### src/rtl/xcvr_pkg.sv
package xcvr_pkg;
  // Direction indices used across the generate structure.
  localparam int unsigned DIR_AB   = 0;
  localparam int unsigned DIR_BA   = 1;
  localparam int unsigned NUM_DIRS = 2;

  // Per-direction control as seen by the core.
  typedef struct packed {
    logic le;       // latch enable (transparent when set)
    logic cap_clk;  // sampled capture clock
    logic oe_raw;   // output enable at its pin polarity
  } dir_ctrl_t;
endpackage

### src/rtl/xcvr_bushold.sv
module xcvr_bushold #(
  parameter int unsigned WIDTH    = 18,
  parameter bit          BUS_HOLD = 1'b1
) (
  input  logic             clk,
  input  logic             rst_n,
  input  logic [WIDTH-1:0] val,
  input  logic [WIDTH-1:0] vld,
  output logic [WIDTH-1:0] eff
);

  generate
    if (BUS_HOLD) begin : g_hold
      logic [WIDTH-1:0] keep_q;
      logic [WIDTH-1:0] keep_d;

      always_comb begin
        eff    = (val & vld) | (keep_q & ~vld);
        keep_d = eff;
      end

      always_ff @(posedge clk or negedge rst_n) begin
        if (!rst_n) keep_q <= '0;
        else        keep_q <= keep_d;
      end

      // a fully driven word followed by a fully released one reads back the driven word.
      p_keep_last_r7: assert property (@(posedge clk) disable iff (!rst_n)
        (&vld) |=> ((|vld) || (eff == $past(val))));
    end else begin : g_nohold
      always_comb eff = val & vld;
    end
  endgenerate

endmodule

### src/rtl/xcvr_store.sv
module xcvr_store #(
  parameter int unsigned WIDTH = 18
) (
  input  logic             clk,
  input  logic             rst_n,
  input  logic             le,
  input  logic             cap_clk,
  input  logic [WIDTH-1:0] d,
  output logic [WIDTH-1:0] q
);

  logic             prev_clk_q;
  logic             rise;
  logic             load_en;
  logic [WIDTH-1:0] q_d;

  always_comb begin
    rise    = cap_clk & ~prev_clk_q;
    load_en = le | rise;
    q_d     = load_en ? d : q;
  end

  // The previous capture clock resets high, so a clock held high through reset is not an edge.
  always_ff @(posedge clk or negedge rst_n) begin
    if (!rst_n) begin
      prev_clk_q <= 1'b1;
      q          <= '0;
    end else begin
      prev_clk_q <= cap_clk;
      q          <= q_d;
    end
  end

  p_transparent_r1: assert property (@(posedge clk) disable iff (!rst_n)
    le |=> (q == $past(d)));

  p_hold_r2: assert property (@(posedge clk) disable iff (!rst_n)
    (!le && !(cap_clk && !prev_clk_q)) |=> $stable(q));

  p_capture_r3: assert property (@(posedge clk) disable iff (!rst_n)
    (!le && cap_clk && !prev_clk_q) |=> (q == $past(d)));

endmodule

### src/rtl/xcvr_outdrv.sv
module xcvr_outdrv #(
  parameter int unsigned WIDTH      = 18,
  parameter bit          ACTIVE_LOW = 1'b0
) (
  input  logic             clk,
  input  logic             rst_n,
  input  logic             oe_raw,
  input  logic [WIDTH-1:0] q,
  output logic [WIDTH-1:0] out,
  output logic [WIDTH-1:0] drv
);

  logic en_act;
  logic oe_q;

  generate
    if (ACTIVE_LOW) begin : g_low
      always_comb en_act = ~oe_raw;
    end else begin : g_high
      always_comb en_act = oe_raw;
    end
  endgenerate

  always_ff @(posedge clk or negedge rst_n) begin
    if (!rst_n) oe_q <= 1'b0;
    else        oe_q <= en_act;
  end

  always_comb begin
    drv = {WIDTH{oe_q}};
    out = oe_q ? q : '0;
  end

  // Covers R5 and R6 depending on the polarity of this instance.
  p_enable_on_r5: assert property (@(posedge clk) disable iff (!rst_n)
    en_act |=> (&drv));
  p_enable_off_r5: assert property (@(posedge clk) disable iff (!rst_n)
    !en_act |=> (drv == '0 && out == '0));

endmodule

### src/rtl/xcvr_bidir.sv
module xcvr_bidir
  import xcvr_pkg::*;
#(
  parameter int unsigned WIDTH    = 18,
  parameter bit          BUS_HOLD = 1'b1
) (
  input  logic             clk,
  input  logic             rst_n,
  input  logic [WIDTH-1:0] a_val,
  input  logic [WIDTH-1:0] a_vld,
  input  logic [WIDTH-1:0] b_val,
  input  logic [WIDTH-1:0] b_vld,
  input  logic             ab_oe,
  input  logic             ab_le,
  input  logic             ab_clk,
  input  logic             ba_oe_n,
  input  logic             ba_le,
  input  logic             ba_clk,
  output logic [WIDTH-1:0] b_out,
  output logic [WIDTH-1:0] b_drv,
  output logic [WIDTH-1:0] a_out,
  output logic [WIDTH-1:0] a_drv
);

  localparam int unsigned RST_STAGES = 2;

  // Reset: asserted at once, released through a short synchronizer.
  logic [RST_STAGES-1:0] rst_sync_q;
  logic                  rst_n_int;

  always_ff @(posedge clk or negedge rst_n) begin
    if (!rst_n) rst_sync_q <= '0;
    else        rst_sync_q <= {rst_sync_q[RST_STAGES-2:0], 1'b1};
  end
  assign rst_n_int = rst_sync_q[RST_STAGES-1];

  logic [WIDTH-1:0] src_val [NUM_DIRS];
  logic [WIDTH-1:0] src_vld [NUM_DIRS];
  dir_ctrl_t        ctrl    [NUM_DIRS];
  logic [WIDTH-1:0] dst_out [NUM_DIRS];
  logic [WIDTH-1:0] dst_drv [NUM_DIRS];

  always_comb begin
    src_val[DIR_AB] = a_val;
    src_vld[DIR_AB] = a_vld;
    src_val[DIR_BA] = b_val;
    src_vld[DIR_BA] = b_vld;
    ctrl[DIR_AB]    = '{le: ab_le, cap_clk: ab_clk, oe_raw: ab_oe};
    ctrl[DIR_BA]    = '{le: ba_le, cap_clk: ba_clk, oe_raw: ba_oe_n};
  end

  generate
    for (genvar g = 0; g < NUM_DIRS; g++) begin : g_dir
      logic [WIDTH-1:0] eff;
      logic [WIDTH-1:0] stored;

      xcvr_bushold #(.WIDTH(WIDTH), .BUS_HOLD(BUS_HOLD)) u_hold (
        .clk   (clk),
        .rst_n (rst_n_int),
        .val   (src_val[g]),
        .vld   (src_vld[g]),
        .eff   (eff)
      );

      xcvr_store #(.WIDTH(WIDTH)) u_store (
        .clk     (clk),
        .rst_n   (rst_n_int),
        .le      (ctrl[g].le),
        .cap_clk (ctrl[g].cap_clk),
        .d       (eff),
        .q       (stored)
      );

      xcvr_outdrv #(.WIDTH(WIDTH), .ACTIVE_LOW(g == DIR_BA)) u_drv (
        .clk    (clk),
        .rst_n  (rst_n_int),
        .oe_raw (ctrl[g].oe_raw),
        .q      (stored),
        .out    (dst_out[g]),
        .drv    (dst_drv[g])
      );
    end
  endgenerate

  assign b_out = dst_out[DIR_AB];
  assign b_drv = dst_drv[DIR_AB];
  assign a_out = dst_out[DIR_BA];
  assign a_drv = dst_drv[DIR_BA];

  // during reset nothing is driven.
  p_reset_quiet_r8: assert property (@(posedge clk)
    !rst_n_int |-> (b_drv == '0 && a_drv == '0));

endmodule

### config.mk
export PLATFORM = sky130hd
export DESIGN_NAME = xcvr_bidir
export DESIGN_NICKNAME = d
export VERILOG_FILES = /design/src/rtl/xcvr_pkg.sv /design/src/rtl/xcvr_bushold.sv /design/src/rtl/xcvr_store.sv /design/src/rtl/xcvr_outdrv.sv /design/src/rtl/xcvr_bidir.sv
export SDC_FILE = /design/constraint.sdc
export NUM_CORES = 1
export LEC_CHECK = 0
export ABC_AREA = 0
export BUFFER_PORTS_ARGS = -buffer_cell sky130_fd_sc_hd__clkbuf_2
export CAP_MARGIN = 25
export CORE_AREA = 2 2 90 92
export CTS_CLUSTER_SIZE = 40
export DETAILED_ROUTE_END_ITERATION = 6
export DIE_AREA = 0 0 92 94
export HOLD_SLACK_MARGIN = 0.02
export PLACE_DENSITY_LB_ADDON = 0.2
export SETUP_SLACK_MARGIN = 0.4
export SLEW_MARGIN = 10
export SYNTH_ARGS = -nofsm -noshare
export SYNTH_HDL_FRONTEND = slang
export SYNTH_HIERARCHICAL = 1
export SYNTH_SLANG_ARGS = --single-unit
### constraint.sdc
create_clock -name clk -period 3.9 [get_ports clk]
set_input_delay 0.39 -clock clk [delete_from_list [all_inputs] [get_ports clk]]
set_output_delay 0.39 -clock clk [all_outputs]
set_load 0.01 [all_outputs]
==> report_table.html <==
<table>
<tr><th>Metric</th><th>Value</th></tr>
<tr><th colspan="2">Outcome</th></tr>
<tr><td>Run status</td><td>complete, no violations</td></tr>
<tr><th colspan="2">Synthesis</th></tr>
<tr><td>Synth Cell Area</td><td>0.003616 mm2</td></tr>
<tr><td>Yosys warns</td><td>6</td></tr>
<tr><td>Synth unique cells</td><td>13</td></tr>
<tr><td>Mux share of post-synthesis cell area</td><td>0.2824</td></tr>
<tr><td>Largest family of logic cells by synthesized area</td><td>multiplexers</td></tr>
<tr><td>Synthesis-stage register bit count</td><td>78</td></tr>
<tr><td>Syn Area/Cell</td><td>15.59 um2</td></tr>
<tr><td>Syn Inst Count</td><td>232</td></tr>
<tr><td>Synth Area in Adders</td><td>0</td></tr>
<tr><td>Share of the synthesized area in compound gates (AO/OA/AOI/OAI)</td><td>0.008997</td></tr>
<tr><td>Synth Area in XOR/XNOR</td><td>0</td></tr>
<tr><td>Total nets after synthesis</td><td>312</td></tr>
<tr><td>Fraction of the yosys area taken by sequential cells</td><td>0.5405</td></tr>
<tr><td>Simple-gate area share of the yosys netlist</td><td>0.07197</td></tr>
<tr><th colspan="2">Timing</th></tr>
<tr><td>Max Transition Viols Final</td><td>0</td></tr>
<tr><td>Worst-case headroom to the max-slew limit</td><td>0.3921</td></tr>
<tr><td>Period utilization</td><td>0.5407</td></tr>
<tr><td>Final hold viol count</td><td>0</td></tr>
<tr><td>Final worst hold slack</td><td>158.9 ps</td></tr>
<tr><td>Clk_skew</td><td>10.66 ps</td></tr>
<tr><td>Achievable frequency</td><td>474.2 MHz</td></tr>
<tr><td>Final-report setup violation count</td><td>0</td></tr>
<tr><td>Unrepaired setup endpoints after global routing</td><td>false</td></tr>
<tr><td>Slew at the pin closest to its max-slew limit</td><td>911.8 ps</td></tr>
<tr><td>Summed negative setup slack over all endpoints</td><td>0 ps</td></tr>
<tr><td>Final worst setup slack</td><td>1791 ps</td></tr>
<tr><td>Final critical-path required period</td><td>2109 ps</td></tr>
<tr><th colspan="2">Drt</th></tr>
<tr><td>Drt first pass iters</td><td>4</td></tr>
<tr><td>Post-detailed-route wirelength per cell</td><td>13.10 um</td></tr>
<tr><td>Routed metal-1 wire length</td><td>2710 um</td></tr>
<tr><td>Vias post-DR</td><td>2085</td></tr>
<tr><td>ANT nets after route</td><td>0</td></tr>
<tr><td>Iter 0 DRT Violations</td><td>35</td></tr>
<tr><td>Sum of met3 wire segment lengths after detailed routing</td><td>444 um</td></tr>
<tr><td>Vias per inst</td><td>4.503</td></tr>
<tr><td>DRC violation count after routing</td><td>0</td></tr>
<tr><td>Topmost layer with routed signal wires</td><td>met4</td></tr>
<tr><td>Met2 WL post-DR</td><td>2822 um</td></tr>
<tr><td>Post-detailed-routing wire length</td><td>6063 um</td></tr>
<tr><th colspan="2">CTS</th></tr>
<tr><td>Post-CTS repair timing setup buffer count</td><td>0</td></tr>
<tr><td>CTS Sinks</td><td>78</td></tr>
<tr><td>TritonCTS buffer count</td><td>9</td></tr>
<tr><td>Total of cells resized after clock tree synthesis</td><td>0</td></tr>
<tr><td>Clock latency on the worst-skew pair</td><td>340 ps</td></tr>
<tr><td>Cell chosen for the clock root</td><td>clkbuf_8</td></tr>
<tr><td>TritonCTS clock tree</td><td>done</td></tr>
<tr><td>Clock-pin slew on the worst setup and hold paths</td><td>80 ps</td></tr>
<tr><td>Buffer levels on the longest clock path</td><td>2</td></tr>
<tr><td>H-tree levels</td><td>3</td></tr>
<tr><th colspan="2">Critical path</th></tr>
<tr><td>Reg2reg path depth</td><td>3</td></tr>
<tr><td>Destination of the worst register-to-register timing path</td><td>g_dir[1].u_store/q[16]$_DFFE_PN0P_</td></tr>
<tr><td>Sort of element at the end of the critical path</td><td>output pin</td></tr>
<tr><td>Flop-to-flop setup slack</td><td>2200 ps</td></tr>
<tr><td>Critical path type</td><td>reg -&gt; out</td></tr>
<tr><td>Critical path arrival</td><td>1720 ps</td></tr>
<tr><td>Largest fanout on the critical path</td><td>36</td></tr>
<tr><td>Kind of launch point of the worst setup path</td><td>flop</td></tr>
<tr><td>Req. time, crit path</td><td>3510 ps</td></tr>
<tr><td>Worst reg2reg startpoint</td><td>g_dir[1].u_store/prev_clk_q$_DFF_PN1_</td></tr>
<tr><th colspan="2">Final layout</th></tr>
<tr><td>Share of post-route cells with drive strength above 1</td><td>0.7562</td></tr>
<tr><td>Area Growth Syn to Fin</td><td>22.32%</td></tr>
<tr><td>Antenna diode count</td><td>0</td></tr>
<tr><td>Number of fillers in the final layout</td><td>628</td></tr>
<tr><td>Post-layout net count</td><td>436</td></tr>
<tr><th colspan="2">Floorplan</th></tr>
<tr><td>Height of the die</td><td>94 um</td></tr>
<tr><td>Row count</td><td>32</td></tr>
<tr><td>Width of the die</td><td>92 um</td></tr>
<tr><td>Starting Density</td><td>0.4753</td></tr>
<tr><td>Die footprint</td><td>0.008648 mm2</td></tr>
<tr><td>Number of primary I/O pins</td><td>152</td></tr>
<tr><td>Core Region</td><td>0.007607 mm2</td></tr>
<tr><th colspan="2">Global routing</th></tr>
<tr><td>Global-route wire length before repair</td><td>9701 um</td></tr>
<tr><td>Pin count of the biggest net entering global routing</td><td>77</td></tr>
<tr><td>Aggregate global routing overflow</td><td>0</td></tr>
<tr><td>Antenna violations before repair</td><td>0</td></tr>
<tr><td>Number of global-route vias before repair</td><td>2040</td></tr>
<tr><td>Total Routing Usage GR</td><td>0.1457</td></tr>
<tr><th colspan="2">Worst hold path</th></tr>
<tr><td>Number of instances on the worst hold path</td><td>1</td></tr>
<tr><td>Min-Delay Endpoint</td><td>g_dir[0].u_drv/oe_q$_DFF_PN0_</td></tr>
<tr><td>Launch point of the worst hold path</td><td>ab_oe</td></tr>
<tr><td>Tightest Hold Check Type</td><td>in -&gt; reg</td></tr>
<tr><th colspan="2">Power and ir drop</th></tr>
<tr><td>Leakage power of the design</td><td>2.327 nW</td></tr>
<tr><td>Peak ir drop on the vdd network</td><td>0.1967 mV</td></tr>
<tr><td>Power Density</td><td>440.7 mW/mm2</td></tr>
<tr><th colspan="2">Run</th></tr>
<tr><td>Max Cap Violations</td><td>0</td></tr>
<tr><th colspan="2">Place</th></tr>
<tr><td>Count of buffers from port buffering</td><td>151</td></tr>
<tr><td>Placer Congestion</td><td>0.7017</td></tr>
<tr><td>Setup slack at placement</td><td>2119 ps</td></tr>
<tr><td>HPWL Detailed</td><td>4287 um</td></tr>
</table>
-- placed cells by master (no fill, tap or decap), drive strengths merged --
cell type,count
a21oi,2
buf,1
conb,1
dlygate4sd3,1
bufinv,2
clkbuf,163
clkinv,2
and2,36
dfrtp,76
mux2,72
dfstp,2
inv,3
-- metal layers --
metal	GRT usage	up-vias
li1	-	985
met1	0.1980	1001
met2	0.2230	91
met3	0.03130	8
met4	0.07090	0
met5	0	-
-- registers in the layout, summed over array words and instances, names as in the netlist --
register / flops
g_dir.u_store/q: 36
g_dir.u_hold/g_hold.keep_q: 36
rst_sync_q: 2
g_dir.u_drv/oe_q: 2
g_dir.u_store/prev_clk_q: 2
-- worst max-delay path, stage by stage, from the launching register on --
cell and delay [ps]:
dfrtp_1 950, and2_2 300, clkbuf_2 130
-- power by group --
group / internal, mW / switching, mW / leakage [nW]
Clock: 0.377 / 0.268 / 0.110
Combinational: 0.216 / 0.133 / 1.31
Sequential: 0.905 / 0.0511 / 0.909
Total: 1.50 / 0.452 / 2.33
-- Yosys cell counts (all sizes together) --
library cell	instances	area, um2
mux2	72	1021
a21oi	2	32.53
inv	3	11.26
buf	40	332.8
dfstp	2	52.55
dfrtp	76	1902
conb	1	3.750
and2	36	260.3
-- per-stage QoR --
step	power [mW]	cell area [um2]	instances	util
after detailed placement	1.322	4170	445	0.5482
after floorplan	1.216	3616	232	-
after global placement	1.314	4170	445	0.5482
after CTS	1.977	4395	462	0.5778
after global routing	2.047	4423	463	0.5814
final	1.949	4423	463	0.5814
-- repair_timing --
action                     in CTS  in global routing
hold buffers                    1                  0
setup endpoints to repair       0                  0
hold endpoints to repair        2                  0
-- worst max-delay path by stage --
stage                             startpoint                       endpoint  depth (start not counted)  slack [ps]
5_1_grt        g_dir[1].u_drv/oe_q$_DFF_PN0_                       a_out[5]                          2        1660
2_1_floorplan        rst_sync_q[1]$_DFF_PN0_  g_dir[0].u_drv/oe_q$_DFF_PN0_                          0        1570
6_report       g_dir[1].u_drv/oe_q$_DFF_PN0_                       a_out[4]                          2        1790
3_5_place_dp   g_dir[1].u_drv/oe_q$_DFF_PN0_                       a_out[4]                          2        2120
3_3_place_gp   g_dir[1].u_drv/oe_q$_DFF_PN0_                       a_out[4]                          2        2130
4_1_cts        g_dir[1].u_drv/oe_q$_DFF_PN0_                       a_out[4]                          2        1740
-- layout make-up --
class / count / area (um2) / share of cell area
Clock buffer: 12 / 145.1 / 0.03281
Clock inverter: 4 / 70.07 / 0.01584
Inverter: 3 / 11.26 / 0.002546
Multi-Input combinational cell: 111 / 1318 / 0.2979
Sequential cell: 78 / 1958 / 0.4427
Tap cell: 102 / 127.6 / 0.02885
Timing Repair Buffer: 153 / 793.3 / 0.1793
-- kinds of logic after synthesis --
kind of cell / Yosys count
buffers and inverters: 43
and+or+nand+nor: 36
AOI/OAI and AO/OA: 2
muxes: 72
other: 1
DFF: 78
Note: power is estimated with default switching activity, not from simulation.
